===== config.mk =====
export PLATFORM = sky130hd
export DESIGN_NAME = irq_flag_ctrl
export DESIGN_NICKNAME = d
export VERILOG_FILES = /design/src/rtl/irq_flag_pkg.sv /design/src/rtl/irq_pin_filter.sv /design/src/rtl/irq_state_bank.sv /design/src/rtl/irq_arbiter.sv /design/src/rtl/irq_flag_ctrl.sv
export SDC_FILE = /design/constraint.sdc
export NUM_CORES = 1
export LEC_CHECK = 0
export BUFFER_PORTS_ARGS = -buffer_cell sky130_fd_sc_hd__buf_2
export CAP_MARGIN = 20
export CORE_MARGIN = 2
export CORE_UTILIZATION = 40
export DETAILED_ROUTE_END_ITERATION = 10
export GPL_ROUTABILITY_DRIVEN = 0
export PLACE_DENSITY_LB_ADDON = 0.25
export SYNTH_ARGS = -nofsm -noshare
export SYNTH_HDL_FRONTEND = slang
export SYNTH_SLANG_ARGS = --single-unit

===== constraint.sdc =====
create_clock -name clk -period 2.8 [get_ports clk]
set_clock_uncertainty 0.05 [all_clocks]
set_input_delay 0.42 -clock clk [delete_from_list [all_inputs] [get_ports clk]]
set_output_delay 0.42 -clock clk [all_outputs]
set_load 0.01 [all_outputs]

===== src/rtl/irq_flag_pkg.sv =====
package irq_flag_pkg;
  typedef enum logic {
    REG_ENABLE = 1'b0,
    REG_FLAGS  = 1'b1
  } irq_reg_e;
endpackage


===== src/rtl/irq_pin_filter.sv =====
// Two-flop synchronizer followed by a low-level width qualifier.
// Emits one pulse on the FILT_CYCLES-th consecutive low sample.
module irq_pin_filter #(
  parameter int FILT_CYCLES = 5
) (
  input  logic clk,
  input  logic rst_n,
  input  logic pin_n,
  output logic fire
);
  localparam int CW = $clog2(FILT_CYCLES + 1);

  logic [1:0]    sync_q;
  logic [CW-1:0] cnt_q;

  always_ff @(posedge clk or negedge rst_n) begin
    if (!rst_n) begin
      sync_q <= 2'b11;
      cnt_q  <= '0;
    end else begin
      sync_q <= {sync_q[0], pin_n};
      if (sync_q[1])
        cnt_q <= '0;
      else if (cnt_q != CW'(FILT_CYCLES))
        cnt_q <= cnt_q + 1'b1;
    end
  end

  assign fire = !sync_q[1] && (cnt_q == CW'(FILT_CYCLES - 1));
endmodule


===== src/rtl/irq_state_bank.sv =====
// Enable register, sticky flag register and register read mux.
module irq_state_bank
  import irq_flag_pkg::*;
#(
  parameter int NUM_PINS = 3,
  parameter int VW       = 2
) (
  input  logic                  clk,
  input  logic                  rst_n,
  input  logic [NUM_PINS-1:0]   pin_fire,
  input  logic                  adc_done,
  input  logic                  reg_wr,
  input  logic                  reg_addr,
  input  logic [NUM_PINS+1:0]   reg_wdata,
  output logic [NUM_PINS+1:0]   reg_rdata,
  input  logic                  ack_fire,
  input  logic [VW-1:0]         ack_vec,
  output logic [NUM_PINS+1:0]   flags,
  output logic [NUM_PINS+1:0]   flag_set,
  output logic [NUM_PINS-1:0]   pend
);
  localparam int REG_W = NUM_PINS + 2;
  localparam int SH    = NUM_PINS - 1;
  localparam int SUB_P = NUM_PINS;
  localparam int SUB_C = NUM_PINS + 1;

  logic [NUM_PINS-1:0] en_q;
  logic [REG_W-1:0]    flag_q;
  logic [REG_W-1:0]    sw_clr;
  logic [REG_W-1:0]    hw_clr;

  always_comb begin
    flag_set = '0;
    for (int i = 0; i < SH; i++) flag_set[i] = pin_fire[i];
    flag_set[SH]    = pin_fire[SH] | adc_done;
    flag_set[SUB_P] = pin_fire[SH];
    flag_set[SUB_C] = adc_done;
  end

  assign sw_clr = (reg_wr && reg_addr == REG_FLAGS) ? reg_wdata : '0;

  always_comb begin
    hw_clr = '0;
    if (ack_fire && ack_vec != VW'(SH))
      hw_clr[ack_vec] = 1'b1;
  end

  always_ff @(posedge clk or negedge rst_n) begin
    if (!rst_n) begin
      en_q   <= '0;
      flag_q <= '0;
    end else begin
      if (reg_wr && reg_addr == REG_ENABLE)
        en_q <= reg_wdata[NUM_PINS-1:0];
      flag_q <= (flag_q & ~(sw_clr | hw_clr)) | flag_set;
    end
  end

  assign flags     = flag_q;
  assign pend      = flag_q[NUM_PINS-1:0] & en_q;
  assign reg_rdata = (reg_addr == REG_FLAGS) ? flag_q : REG_W'(en_q);
endmodule


===== src/rtl/irq_arbiter.sv =====
// Fixed-priority pick (lowest index) with a held valid/ready request.
module irq_arbiter #(
  parameter int NUM_VEC = 3,
  parameter int VW      = 2
) (
  input  logic               clk,
  input  logic               rst_n,
  input  logic [NUM_VEC-1:0] pend,
  input  logic               ready,
  output logic               valid,
  output logic [VW-1:0]      vec
);
  logic [VW-1:0] win;

  always_comb begin
    win = '0;
    for (int i = NUM_VEC - 1; i >= 0; i--)
      if (pend[i]) win = VW'(i);
  end

  always_ff @(posedge clk or negedge rst_n) begin
    if (!rst_n) begin
      valid <= 1'b0;
      vec   <= '0;
    end else if (valid) begin
      if (ready) valid <= 1'b0;
    end else if (|pend) begin
      valid <= 1'b1;
      vec   <= win;
    end
  end
endmodule


===== src/rtl/irq_flag_ctrl.sv =====
module irq_flag_ctrl #(
  parameter int NUM_PINS    = 3,
  parameter int FILT_CYCLES = 5
) (
  input  logic                          clk,
  input  logic                          rst_n,
  input  logic [NUM_PINS-1:0]           ext_int_n,
  input  logic                          adc_done,
  input  logic                          reg_wr,
  input  logic                          reg_addr,
  input  logic [NUM_PINS+1:0]           reg_wdata,
  output logic [NUM_PINS+1:0]           reg_rdata,
  output logic                          irq_valid,
  input  logic                          irq_ready,
  output logic [$clog2(NUM_PINS)-1:0]   irq_vec
);
  localparam int VW = $clog2(NUM_PINS);

  logic [NUM_PINS-1:0] pin_fire;
  logic [NUM_PINS+1:0] flags;
  logic [NUM_PINS+1:0] flag_set;
  logic [NUM_PINS-1:0] pend;

  for (genvar g = 0; g < NUM_PINS; g++) begin : g_pin
    irq_pin_filter #(.FILT_CYCLES(FILT_CYCLES)) u_filt (
      .clk  (clk),
      .rst_n(rst_n),
      .pin_n(ext_int_n[g]),
      .fire (pin_fire[g])
    );
  end

  irq_state_bank #(.NUM_PINS(NUM_PINS), .VW(VW)) u_bank (
    .clk      (clk),
    .rst_n    (rst_n),
    .pin_fire (pin_fire),
    .adc_done (adc_done),
    .reg_wr   (reg_wr),
    .reg_addr (reg_addr),
    .reg_wdata(reg_wdata),
    .reg_rdata(reg_rdata),
    .ack_fire (irq_valid && irq_ready),
    .ack_vec  (irq_vec),
    .flags    (flags),
    .flag_set (flag_set),
    .pend     (pend)
  );

  irq_arbiter #(.NUM_VEC(NUM_PINS), .VW(VW)) u_arb (
    .clk  (clk),
    .rst_n(rst_n),
    .pend (pend),
    .ready(irq_ready),
    .valid(irq_valid),
    .vec  (irq_vec)
  );
endmodule


==> qor.txt, run 1 <==
OUTCOME
----------------------------------------------------------------------------------------------------
Result of the run                                                                       complete, but fails checks
Violations in the final reports                                                                  DRC

CTS
----------------------------------------------------------------------------------------------------
CTS buffer count                                                                                   3
Root Buffer                                                                                 clkbuf_4
Post-cts sizing count                                                                              0
TritonCTS clock tree                                                                             yes
Max H-tree Level                                                                                   1
Clock net sink count                                                                              26
Clock network latency to the later pin of the worst-skew pair                                0.32 ns
Clock-pin slew reported for the worst setup and hold paths after clock tree synthesis        0.14 ns
Deepest clock path buffer count                                                                    2
Count of hold buffers inserted by post-cts repair                                                  0
Total setup buffers inserted after CTS                                                             0

PLACED DESIGN
----------------------------------------------------------------------------------------------------
Placed cell area                                                                            1340 um2
Number of buffer cells added on primary ports                                                     21
Final HPWL DP                                                                                1590 um

ROUTE
----------------------------------------------------------------------------------------------------
Average wire per standard cell                                                               12.7 um
Antenna-violating nets left                                                                        0
Detailed-router iteration count before antenna repair                                              7
Via-to-Cell Ratio                                                                               5.20
Routed WL                                                                                    2130 um
Routed via count                                                                                 873
Number of design rule violations left after detail routing                                         4
Violation count after the first detailed-routing iteration                                        26

SYNTH
----------------------------------------------------------------------------------------------------
Ranking of synthesized cells by instance count                                          dfrtp_1, nand2_1, nand3_1, nor2_1, ha_1
Post-synthesis share of cell area spent on and, or, nand and nor gates                         19.2%
Fraction of synthesized area in multiplexers                                                   5.62%
Dominant combinational cell family by area after synthesis                              simple AND/OR/NAND/NOR gates
Fraction of post-synthesis cell area in the top cell type by area                              41.7%
Share of flip-flops with an asynchronous set or reset after synthesis                           100%
Library cell with the largest summed area after synthesis                                    dfrtp_1
Most instantiated flip-flop cell in the synthesis netlist                                    dfrtp_1
Cell Area, Synth                                                                            1200 um2
Synth Area per Inst                                                                         10.6 um2
Most used standard cell by instance count after synthesis                                    dfrtp_1
Adder-cell share of the synthesized area                                                       9.38%
Count of flip-flops with a built-in enable after synthesis                                         0
YS warnings                                                                                        0
Sequential-to-total area share from yosys stat                                                 54.8%
Area fraction in compound gates after synthesis                                                6.25%
Number of synthesized register bits                                                               26
Synth Area in XOR/XNOR                                                                         2.19%
Post-synth net total                                                                             136
Main area contributors after synthesis                                                  dfrtp_1, dfstp_2, ha_1, mux2_2, nand2_1
Number of library cell types mapped by synthesis                                                  23
Gate count after technology mapping                                                              113

CELLS AND AREA
----------------------------------------------------------------------------------------------------
Combined area of the multi-input logic cells                                                 512 um2
Area grow syn2layout                                                                           14.6%
Ant. Diodes                                                                                        0
Combined flip-flop and latch cell area                                                       658 um2
Post-route standard cell area excluding fillers                                             1380 um2
Fillers                                                                                          264
Fraction of final layout cells sized beyond drive strength 1                                   27.7%
Layout net count                                                                                 161

CRITICAL PATH
----------------------------------------------------------------------------------------------------
RR Endpoint                                                                             g_pin[1].u_filt.cnt_q[0]
CP startpoint kind                                                                          register
Maximum fanout along the worst path                                                                4
Required time reported for the critical path endpoint                                        2.33 ns
Worst reg2reg path startpoint                                                           g_pin[1].u_filt.cnt_q[1]
Crit. End Element                                                                         output pin
Worst EP arrival                                                                             1.17 ns
Worst reg-to-reg path cell count                                                                   5
Worst setup path category                                                                 reg -> out
Register-to-register path setup slack                                                        1.66 ns

FLOORPLANNING
----------------------------------------------------------------------------------------------------
Starting density of the core                                                                   42.8%
Width of the chip                                                                            58.8 um
Number of placed I/O pins                                                                         22
Chip height                                                                                  58.8 um
Die Area                                                                                    3460 um2
Placeable Area                                                                              2810 um2
Number of rows in the core area                                                                   19

TIMING
----------------------------------------------------------------------------------------------------
Achievable clock frequency                                                                 0.609 GHz
Share of the clock period used by the worst path                                               58.6%
Transition at the pin with the smallest max-transition slack                                0.579 ns
Min Tclk post-route                                                                          1.64 ns
RSZ-0062 raised after global routing                                                              no
Hold Violations, Final                                                                             0
Relative max-transition margin                                                                 61.4%
Total Neg Setup Slack                                                                           0 ns
Setup violations, final                                                                            0
Slew Limit Fails                                                                                   0

POWER AND IR DROP
----------------------------------------------------------------------------------------------------
Static leakage                                                                           0.000653 uW
Power density normalized to cell area                                                     635 nW/um2
Max rail drop VDD                                                                             313 uV

GLOBAL ROUTING
----------------------------------------------------------------------------------------------------
Number of global-route vias before repair                                                        835
Initial antenna violation count                                                                    0
Largest net degree at the start of global routing                                                 27
Total global-route track usage                                                                 13.5%
Total gr overflow                                                                                  0
Wire length of the first global-routing pass                                                 3440 um

HOLD PATH
----------------------------------------------------------------------------------------------------
Type of the tightest min-delay check                                                     in -> async

FLOW RUN
----------------------------------------------------------------------------------------------------
# Max-Cap Violations                                                                               0

[routing by layer]
metal	share of wire [%]	GRT usage (%)	wire, um	up-vias
li1	-	-	-	429
met1	45	16.3	954	421
met2	49	22.9	1040	19
met3	4.4	1.98	94	4
met4	1.8	7.79	39	0
met5	0	0	0	-
[worst max-delay path, cell delays in order, from the launching register on]
cell and delay (ns):
dfrtp_1 0.44, mux2_2 0.27, buf_2 0.14
[report_power, final]
part	switching, uW	total, uW	internal, uW
Sequential	65.8	501	435
Combinational	93.3	182	88.5
Clock	111	190	79.6
Total	270	873	603
[placed cells by master (no fill, tap or decap), types with 4 or more instances in the layout]
| master | instances |
|---|---|
| dfstp_2 | 6 |
| nand3_1 | 11 |
| dfrtp_1 | 20 |
| a21oi_1 | 4 |
| inv_1 | 7 |
| buf_2 | 21 |
| ha_1 | 9 |
| nor2_1 | 11 |
| nand2_1 | 16 |
| mux2_2 | 6 |
[stage by stage]
step / power [uW] / hold WS (ns) / setup slack [ns] / cells / utilization, %
2_1_floorplan: 608 / 0.0744 / 1.38 / 113 / -
3_5_place_dp: 694 / 0.297 / 1.22 / 164 / 47.8
3_3_place_gp: 682 / 0.296 / 1.25 / 164 / 47.8
5_1_grt: 932 / 0.0421 / 1.11 / 168 / 49.1
6_report: 873 / 0.0190 / 1.16 / 168 / 49.1
4_1_cts: 888 / 0.0236 / 1.13 / 168 / 49.1
[worst max-delay path by stage]
stage	slack, ns	startpoint	to
floorplan	1.38	reg_addr	reg_rdata[0]
CTS	1.13	u_bank.en_q[1]	reg_rdata[1]
global route	1.11	u_bank.en_q[1]	reg_rdata[1]
global placement	1.25	reg_addr	reg_rdata[1]
finish	1.16	u_bank.en_q[1]	reg_rdata[1]
detailed placement	1.22	reg_addr	reg_rdata[1]
[flip-flops by register name (all words and copies together), names as in the netlist]
| register | count |
|---|---|
| g_pin.u_filt.sync_q | 6 |
| u_bank.en_q | 3 |
| u_arb.valid | 1 |
| u_bank.flags | 5 |
| u_arb.vec | 2 |
| g_pin.u_filt.cnt_q | 9 |
[area by class of cell]
type	count	area share [%]
clock buffer	4	2.64
multi-input combinational	79	37.2
timing repair buffer	21	7.64
tap	31	2.82
inverter	7	1.91
sequential	26	47.8
[kinds of logic after synthesis]
family / after synthesis
simple gates: 49
flops: 26
compound gates: 12
fa+ha+maj: 9
buf+inv: 8
mux: 6
xor+xnor: 3
(Power assumes the default switching activity.)
==> inputs of run 2 (changes only) <==
--- a/config.mk
+++ b/config.mk
@@ -5,6 +5,7 @@
 export SDC_FILE = /design/constraint.sdc
 export NUM_CORES = 1
 export LEC_CHECK = 0
+export ABC_AREA = 1
 export BUFFER_PORTS_ARGS = -buffer_cell sky130_fd_sc_hd__buf_2
 export CAP_MARGIN = 20
 export CORE_MARGIN = 2
==> constraint.sdc (replaced) <==
create_clock -name clk -period 1.4 [get_ports clk]
set_clock_uncertainty 0.05 [all_clocks]
set_input_delay 0.21 -clock clk [delete_from_list [all_inputs] [get_ports clk]]
set_output_delay 0.21 -clock clk [all_outputs]
set_load 0.01 [all_outputs]
==> run 2 against run 1 <==
  * The flow still finishes with violations (DRC)
  * Cell area grew 1.9%
  * Die area shrank 0.10%
  * Synthesized cell count grew 15%
  * Worst setup slack lost 1.0 ns
  * Area after synthesis shrank 0.10%
  * Largest power group unchanged
  * Count of clock-buffer cells in the layout is the same
  * Combinational power grew 120%
==> qor.txt, run 2 <==
FLOORPLANNING
----------------------------------------------------------------------------------------------------
Number of placed I/O pins                                                                         22
Placeable Area                                                                              2810 um2
Die Area                                                                                    3450 um2
Number of rows in the core area                                                                   19
Starting density of the core                                                                   42.8%
Width of the chip                                                                            58.8 um
Chip height                                                                                  58.8 um

ROUTE
----------------------------------------------------------------------------------------------------
Detailed-router iteration count before antenna repair                                              7
Antenna-violating nets left                                                                        0
Average wire per standard cell                                                               10.6 um
Violation count after the first detailed-routing iteration                                        34
Routed WL                                                                                    2010 um
Routed via count                                                                                 925
Number of design rule violations left after detail routing                                         4
Via-to-Cell Ratio                                                                               4.89

SYNTH
----------------------------------------------------------------------------------------------------
Most used standard cell by instance count after synthesis                                    nand2_1
Fraction of post-synthesis cell area in the top cell type by area                              41.7%
Post-synth net total                                                                             153
Share of flip-flops with an asynchronous set or reset after synthesis                           100%
Cell Area, Synth                                                                            1200 um2
Ranking of synthesized cells by instance count                                          nand2_1, dfrtp_1, nand3_1, inv_1, ha_1
Number of library cell types mapped by synthesis                                                  17
YS warnings                                                                                        0
Library cell with the largest summed area after synthesis                                    dfrtp_1
Main area contributors after synthesis                                                  dfrtp_1, dfstp_2, nand2_1, ha_1, nand3_1
Most instantiated flip-flop cell in the synthesis netlist                                    dfrtp_1
Synth Area per Inst                                                                         9.23 um2
Gate count after technology mapping                                                              130
Sequential-to-total area share from yosys stat                                                 54.8%
Number of synthesized register bits                                                               26
Count of flip-flops with a built-in enable after synthesis                                         0

CRITICAL PATH
----------------------------------------------------------------------------------------------------
Required time reported for the critical path endpoint                                        1.14 ns
Most frequent cell on the critical path                                                      nand2_1
CP startpoint kind                                                                          register
Ordered cell list for the critical path                                                 nand2_1 > nand2_1 > buf_2
Worst reg-to-reg path cell count                                                                   5
Delay contributed by the slowest stage of the critical path                                  0.43 ns
RR Endpoint                                                                             g_pin[1].u_filt.cnt_q[0]
Crit. End Element                                                                         output pin
Cell at the slowest stage of the critical path                                               dfrtp_1
Register-to-register path setup slack                                                        0.25 ns
Worst EP arrival                                                                             0.99 ns
Worst setup path category                                                                 reg -> out
Worst reg2reg path startpoint                                                           g_pin[1].u_filt.cnt_q[1]
Maximum fanout along the worst path                                                                4

CELLS AND AREA
----------------------------------------------------------------------------------------------------
Ant. Diodes                                                                                        0
Layout net count                                                                                 182
Fraction of final layout cells sized beyond drive strength 1                                   20.9%
Highest-count cells in the layout ignoring fill and taps                                nand2_1, buf_2, dfrtp_1
Post-route core utilization                                                                    50.0%
Most frequent standard cell in the layout excluding fill and tap cells                       nand2_1
Area grow syn2layout                                                                           16.9%
Flip-flop count of the largest register, all copies and words added                                9
Fillers                                                                                          285
Largest register by flop count                                                          g_pin.u_filt.cnt_q

TIMING
----------------------------------------------------------------------------------------------------
Achievable clock frequency                                                                 0.798 GHz
Relative max-transition margin                                                                 62.8%
Setup violations, final                                                                            0
Slew Limit Fails                                                                                   0
Min Tclk post-route                                                                          1.25 ns
RSZ-0062 raised after global routing                                                              no
Transition at the pin with the smallest max-transition slack                                0.558 ns
Total Neg Setup Slack                                                                           0 ns
Share of the clock period used by the worst path                                               89.5%
Hold Violations, Final                                                                             0

OUTCOME
----------------------------------------------------------------------------------------------------
Result of the run                                                                       complete, but fails checks
Violations in the final reports                                                                  DRC

GLOBAL ROUTING
----------------------------------------------------------------------------------------------------
Largest net degree at the start of global routing                                                 27
Met1 global-route usage                                                                        16.0%
Top Usage Layer GRT                                                                             met2
Met2 global-route usage                                                                        22.4%
Initial antenna violation count                                                                    0
Number of global-route vias before repair                                                        900
Total global-route track usage                                                                 12.8%
Wire length of the first global-routing pass                                                 3470 um
Global Route met3 Usage                                                                        1.98%
Total gr overflow                                                                                  0

HOLD PATH
----------------------------------------------------------------------------------------------------
Cells on Worst Hold Path                                                                           3
Startpoint of the worst hold path                                                           adc_done
Hold worst-path end                                                                     u_bank.flags[4]
Type of the tightest min-delay check                                                       in -> reg

FLOW RUN
----------------------------------------------------------------------------------------------------
# Max-Cap Violations                                                                               0

PLACED DESIGN
----------------------------------------------------------------------------------------------------
Number of buffer cells added on primary ports                                                     21
Final HPWL DP                                                                                1490 um

CTS
----------------------------------------------------------------------------------------------------
Root Buffer                                                                                 clkbuf_4
Deepest clock path buffer count                                                                    2
Post-cts sizing count                                                                              0
TritonCTS clock tree                                                                             yes
Clock-pin slew reported for the worst setup and hold paths after clock tree synthesis        0.14 ns
Clock network latency to the later pin of the worst-skew pair                                0.31 ns
CTS buffer count                                                                                   3
Max H-tree Level                                                                                   1
Clock net sink count                                                                              26

POWER AND IR DROP
----------------------------------------------------------------------------------------------------
Power density normalized to cell area                                                    1220 nW/um2
Max rail drop VDD                                                                             444 uV
Static leakage                                                                           0.000739 uW

## run 2: area by class of cell
type	instances	area, um2	share of cell area, %
inverter	18	67.6	4.82
clock buffer	4	26.3	1.87
timing repair buffer	25	145	10.3
multi-input combinational	85	467	33.3
tap	31	38.8	2.77
sequential	26	658	46.9
## run 2: where the power goes
| part | internal (uW) | switching (uW) | total (uW) | leakage (uW) |
|---|---|---|---|---|
| Sequential | 877 | 106 | 983 | 0.000313 |
| Clock | 111 | 206 | 317 | 0.0000150 |
| Combinational | 175 | 235 | 409 | 0.000411 |
## run 2: kinds of logic after synthesis
| group | after synthesis | share of synthesized area [%] |
|---|---|---|
| AO/OA/AOI/OAI | 14 | 6.26 |
| XOR/XNOR | 3 | 2.19 |
| adder cells (fa/ha/maj) | 9 | 9.38 |
| flip-flops | 26 | 54.8 |
| buffers and inverters | 19 | 6.26 |
| AND/OR/NAND/NOR | 59 | 21.1 |
## run 2: worst max-delay path by stage
stage | cells past startpoint | start | slack (ns) | to
6_report | 3 | u_bank.flags[1] | 0.15 | reg_rdata[1]
5_1_grt | 3 | u_bank.en_q[0] | 0.08 | reg_rdata[0]
4_1_cts | 3 | u_bank.en_q[1] | 0.13 | reg_rdata[1]
3_5_place_dp | 5 | g_pin[1].u_filt.cnt_q[1] | 0.28 | g_pin[1].u_filt.cnt_q[0]
3_3_place_gp | 5 | g_pin[2].u_filt.cnt_q[1] | 0.34 | g_pin[2].u_filt.cnt_q[0]
2_1_floorplan | 5 | g_pin[2].u_filt.cnt_q[1] | 0.37 | g_pin[2].u_filt.cnt_q[0]
## run 2: timing repair
item,4_1_cts,5_1_grt
hold endpoints to repair,23,0
endpoints found under the setup margin,0,0
hold buffers,4,0
setup buffers,0,0
## run 2: critical path: cells and delay by family, from the launching register on
kind | cells | cell delay [ns]
flops | 1 | 0.43
buf+inv | 1 | 0.13
simple gates | 2 | 0.12
## run 2: per-layer routing
metal	wire [um]	vias to the layer above
met2	928	26
met4	19	0
li1	-	471
met1	948	426
met5	0	-
met3	114	2
## run 2: through the flow
step	hold slack (ns)	power [uW]	instance area, um2	std cells	setup slack, ns
6_report	0.0442	1710	1400	189	0.147
5_1_grt	0.0519	1830	1400	189	0.0777
4_1_cts	0.0340	1740	1400	189	0.132
3_5_place_dp	0.197	1400	1340	181	0.277
3_3_place_gp	0.182	1390	1340	181	0.340
2_1_floorplan	-0.136	1240	1200	130	0.374
==> inputs of run 3 (changes only) <==
--- a/config.mk
+++ b/config.mk
@@ -9,7 +9,8 @@
 export BUFFER_PORTS_ARGS = -buffer_cell sky130_fd_sc_hd__buf_2
 export CAP_MARGIN = 20
 export CORE_MARGIN = 2
-export CORE_UTILIZATION = 40
+export CORE_UTILIZATION = 35
+export CTS_CLUSTER_SIZE = 12
 export DETAILED_ROUTE_END_ITERATION = 10
 export GPL_ROUTABILITY_DRIVEN = 0
 export PLACE_DENSITY_LB_ADDON = 0.25
==> run 3 against run 2 <==
  * The run now ends clean
  * Sequential power about the same
  * Flip-flop and latch count unchanged
  * Clock power down 2%
  * Non-clock buffer count unchanged
  * Register-to-register slack about the same
  * Cell area up 1.3%
  * Via count up 0.86%
  * Utilization down 7.1 points
  * Hold slack better by 0.0071 ns
  * Die area up 13%
  * Sequential share of layout area down 0.62 points
  * Critical endpoint unchanged
  * Largest power group unchanged
==> qor.txt, run 3 (same netlist as run 2, synthesis figures left out) <==
OUTCOME
----------------------------------------------------------------------------------------------------
Result of the run                                                                          completed

TIMING
----------------------------------------------------------------------------------------------------
Achievable clock frequency                                                                 0.804 GHz
Hold Violations, Final                                                                             0
Final worst setup slack                                                                     0.157 ns
Min Tclk post-route                                                                          1.24 ns
Transition at the pin with the smallest max-transition slack                                0.559 ns
Share of the clock period used by the worst path                                               88.8%
Setup violations, final                                                                            0
Slew Limit Fails                                                                                   0
Total Neg Setup Slack                                                                           0 ns
RSZ-0062 raised after global routing                                                              no
Relative max-transition margin                                                                 62.7%
Worst hold slack                                                                           0.0513 ns

PLACED DESIGN
----------------------------------------------------------------------------------------------------
Final HPWL DP                                                                                1600 um
Number of buffer cells added on primary ports                                                     21
Post-Place Setup Slack                                                                      0.271 ns
DP Cell Count                                                                                    196

CRITICAL PATH
----------------------------------------------------------------------------------------------------
Register-to-register path setup slack                                                        0.24 ns
Cell at the slowest stage of the critical path                                               dfrtp_1
RR Endpoint                                                                             g_pin[1].u_filt.cnt_q[1]
Worst reg-to-reg path cell count                                                                   5
Number of buffers and inverters on the critical path                                               1
Required time reported for the critical path endpoint                                        1.14 ns
Crit. End Element                                                                         output pin
Ordered cell list for the critical path                                                 nand2_1 > nand2_1 > buf_2
Most frequent cell on the critical path                                                      nand2_1
Origin of the worst setup path                                                          u_bank.en_q[1]
Worst EP arrival                                                                             0.98 ns
Worst reg2reg path startpoint                                                           g_pin[1].u_filt.cnt_q[1]
Worst setup path category                                                                 reg -> out
Cell family with most CP delay                                                            flip-flops
Delay contributed by the slowest stage of the critical path                                  0.43 ns
Maximum fanout along the worst path                                                                4
CP startpoint kind                                                                          register

HOLD PATH
----------------------------------------------------------------------------------------------------
Startpoint of the worst hold path                                                           adc_done
Hold worst-path end                                                                     u_bank.flags[4]
Cells on Worst Hold Path                                                                           3
Type of the tightest min-delay check                                                       in -> reg

CTS
----------------------------------------------------------------------------------------------------
Clock net sink count                                                                              26
CTS buffer count                                                                                   3
Root Buffer                                                                                 clkbuf_4
Deepest clock path buffer count                                                                    2
TritonCTS clock tree                                                                             yes
Clock network latency to the later pin of the worst-skew pair                                0.31 ns
Clock-pin slew reported for the worst setup and hold paths after clock tree synthesis        0.13 ns
Max H-tree Level                                                                                   1

CELLS AND AREA
----------------------------------------------------------------------------------------------------
Ant. Diodes                                                                                        0
Highest-count cells in the layout ignoring fill and taps                                nand2_1, buf_2, dfrtp_1
Largest register by flop count                                                          g_pin.u_filt.cnt_q
Layout net count                                                                                 182
Post-route core utilization                                                                    42.9%
Most frequent standard cell in the layout excluding fill and tap cells                       nand2_1
Non-filler instance count after layout                                                           204
Flip-flop count of the largest register, all copies and words added                                9
Fraction of final layout cells sized beyond drive strength 1                                   20.9%
Area grow syn2layout                                                                           18.5%

ROUTE
----------------------------------------------------------------------------------------------------
Detailed-router iteration count before antenna repair                                              4
Routed via count                                                                                 933
Violation count after the first detailed-routing iteration                                        70
Average wire per standard cell                                                               10.3 um
Routed WL                                                                                    2100 um
Antenna-violating nets left                                                                        0
Number of design rule violations left after detail routing                                         0
Via-to-Cell Ratio                                                                               4.57

FLOORPLANNING
----------------------------------------------------------------------------------------------------
Die Area                                                                                    3910 um2
Number of placed I/O pins                                                                         22
Number of rows in the core area                                                                   21
Chip height                                                                                  62.6 um
Width of the chip                                                                            62.6 um
Placeable Area                                                                              3310 um2
Starting density of the core                                                                   36.2%

GLOBAL ROUTING
----------------------------------------------------------------------------------------------------
Total global-route track usage                                                                 12.6%
Initial antenna violation count                                                                    0
Wire length of the first global-routing pass                                                 4000 um
Largest net degree at the start of global routing                                                 27
Total gr overflow                                                                                  0
Number of global-route vias before repair                                                        953

POWER AND IR DROP
----------------------------------------------------------------------------------------------------
Static leakage                                                                           0.000739 uW
Power density normalized to cell area                                                    1200 nW/um2
Max rail drop VDD                                                                             332 uV

FLOW RUN
----------------------------------------------------------------------------------------------------
# Max-Cap Violations                                                                               0

[run 3: what timing repair did]
item                      in CTS  in global routing
gates resized for setup        0                  0
hold buffers                   4                  0
hold endpoints to repair      23                  0
buffers inserted               0                  0
[run 3: final cells by class]
cell class                      instances  area (um2)
Tap cell                               46        57.6
Multi-Input combinational cell         85         467
Timing Repair Buffer                   25         145
Inverter                               18        67.6
Clock buffer                            4        26.3
Fill cell                             346        1890
Sequential cell                        26         658
[run 3: per-layer routing]
| metal | wire length (um) | up-vias | global-route usage [%] |
|---|---|---|---|
| li1 | - | 472 | - |
| met2 | 1040 | 24 | 21.6 |
| met5 | 0 | - | 0 |
| met1 | 934 | 435 | 15.3 |
| met4 | 15 | 0 | 5.00 |
| met3 | 112 | 2 | 2.88 |
[run 3: worst max path at each step]
stage | end | slack, ns | cells past startpoint
floorplan | g_pin[2].u_filt.cnt_q[0] | 0.37 | 5
global placement | g_pin[2].u_filt.cnt_q[0] | 0.34 | 5
detailed placement | g_pin[2].u_filt.cnt_q[0] | 0.27 | 5
CTS | reg_rdata[1] | 0.13 | 3
global route | reg_rdata[1] | 0.06 | 3
finish | reg_rdata[1] | 0.16 | 3
[run 3: power by group]
part           switching, uW  internal, uW
combinational            235           175
clock                    201           111
sequential               108           877
total                    543          1160
[run 3: through the flow]
| step | area, um2 | power, uW |
|---|---|---|
| global placement | 1360 | 1390 |
| finish | 1420 | 1710 |
| floorplan | 1200 | 1240 |
| detailed placement | 1360 | 1410 |
| global route | 1420 | 1860 |
| CTS | 1420 | 1740 |
[run 3: worst register-to-register path, delay by kind of cell, from the launching register on]
kind,cells,cell delay (ns)
adders and majority gates,1,0.15
DFF,1,0.41
buffers and inverters,1,0.11
and+or+nand+nor,2,0.25
AOI/OAI and AO/OA,1,0.08
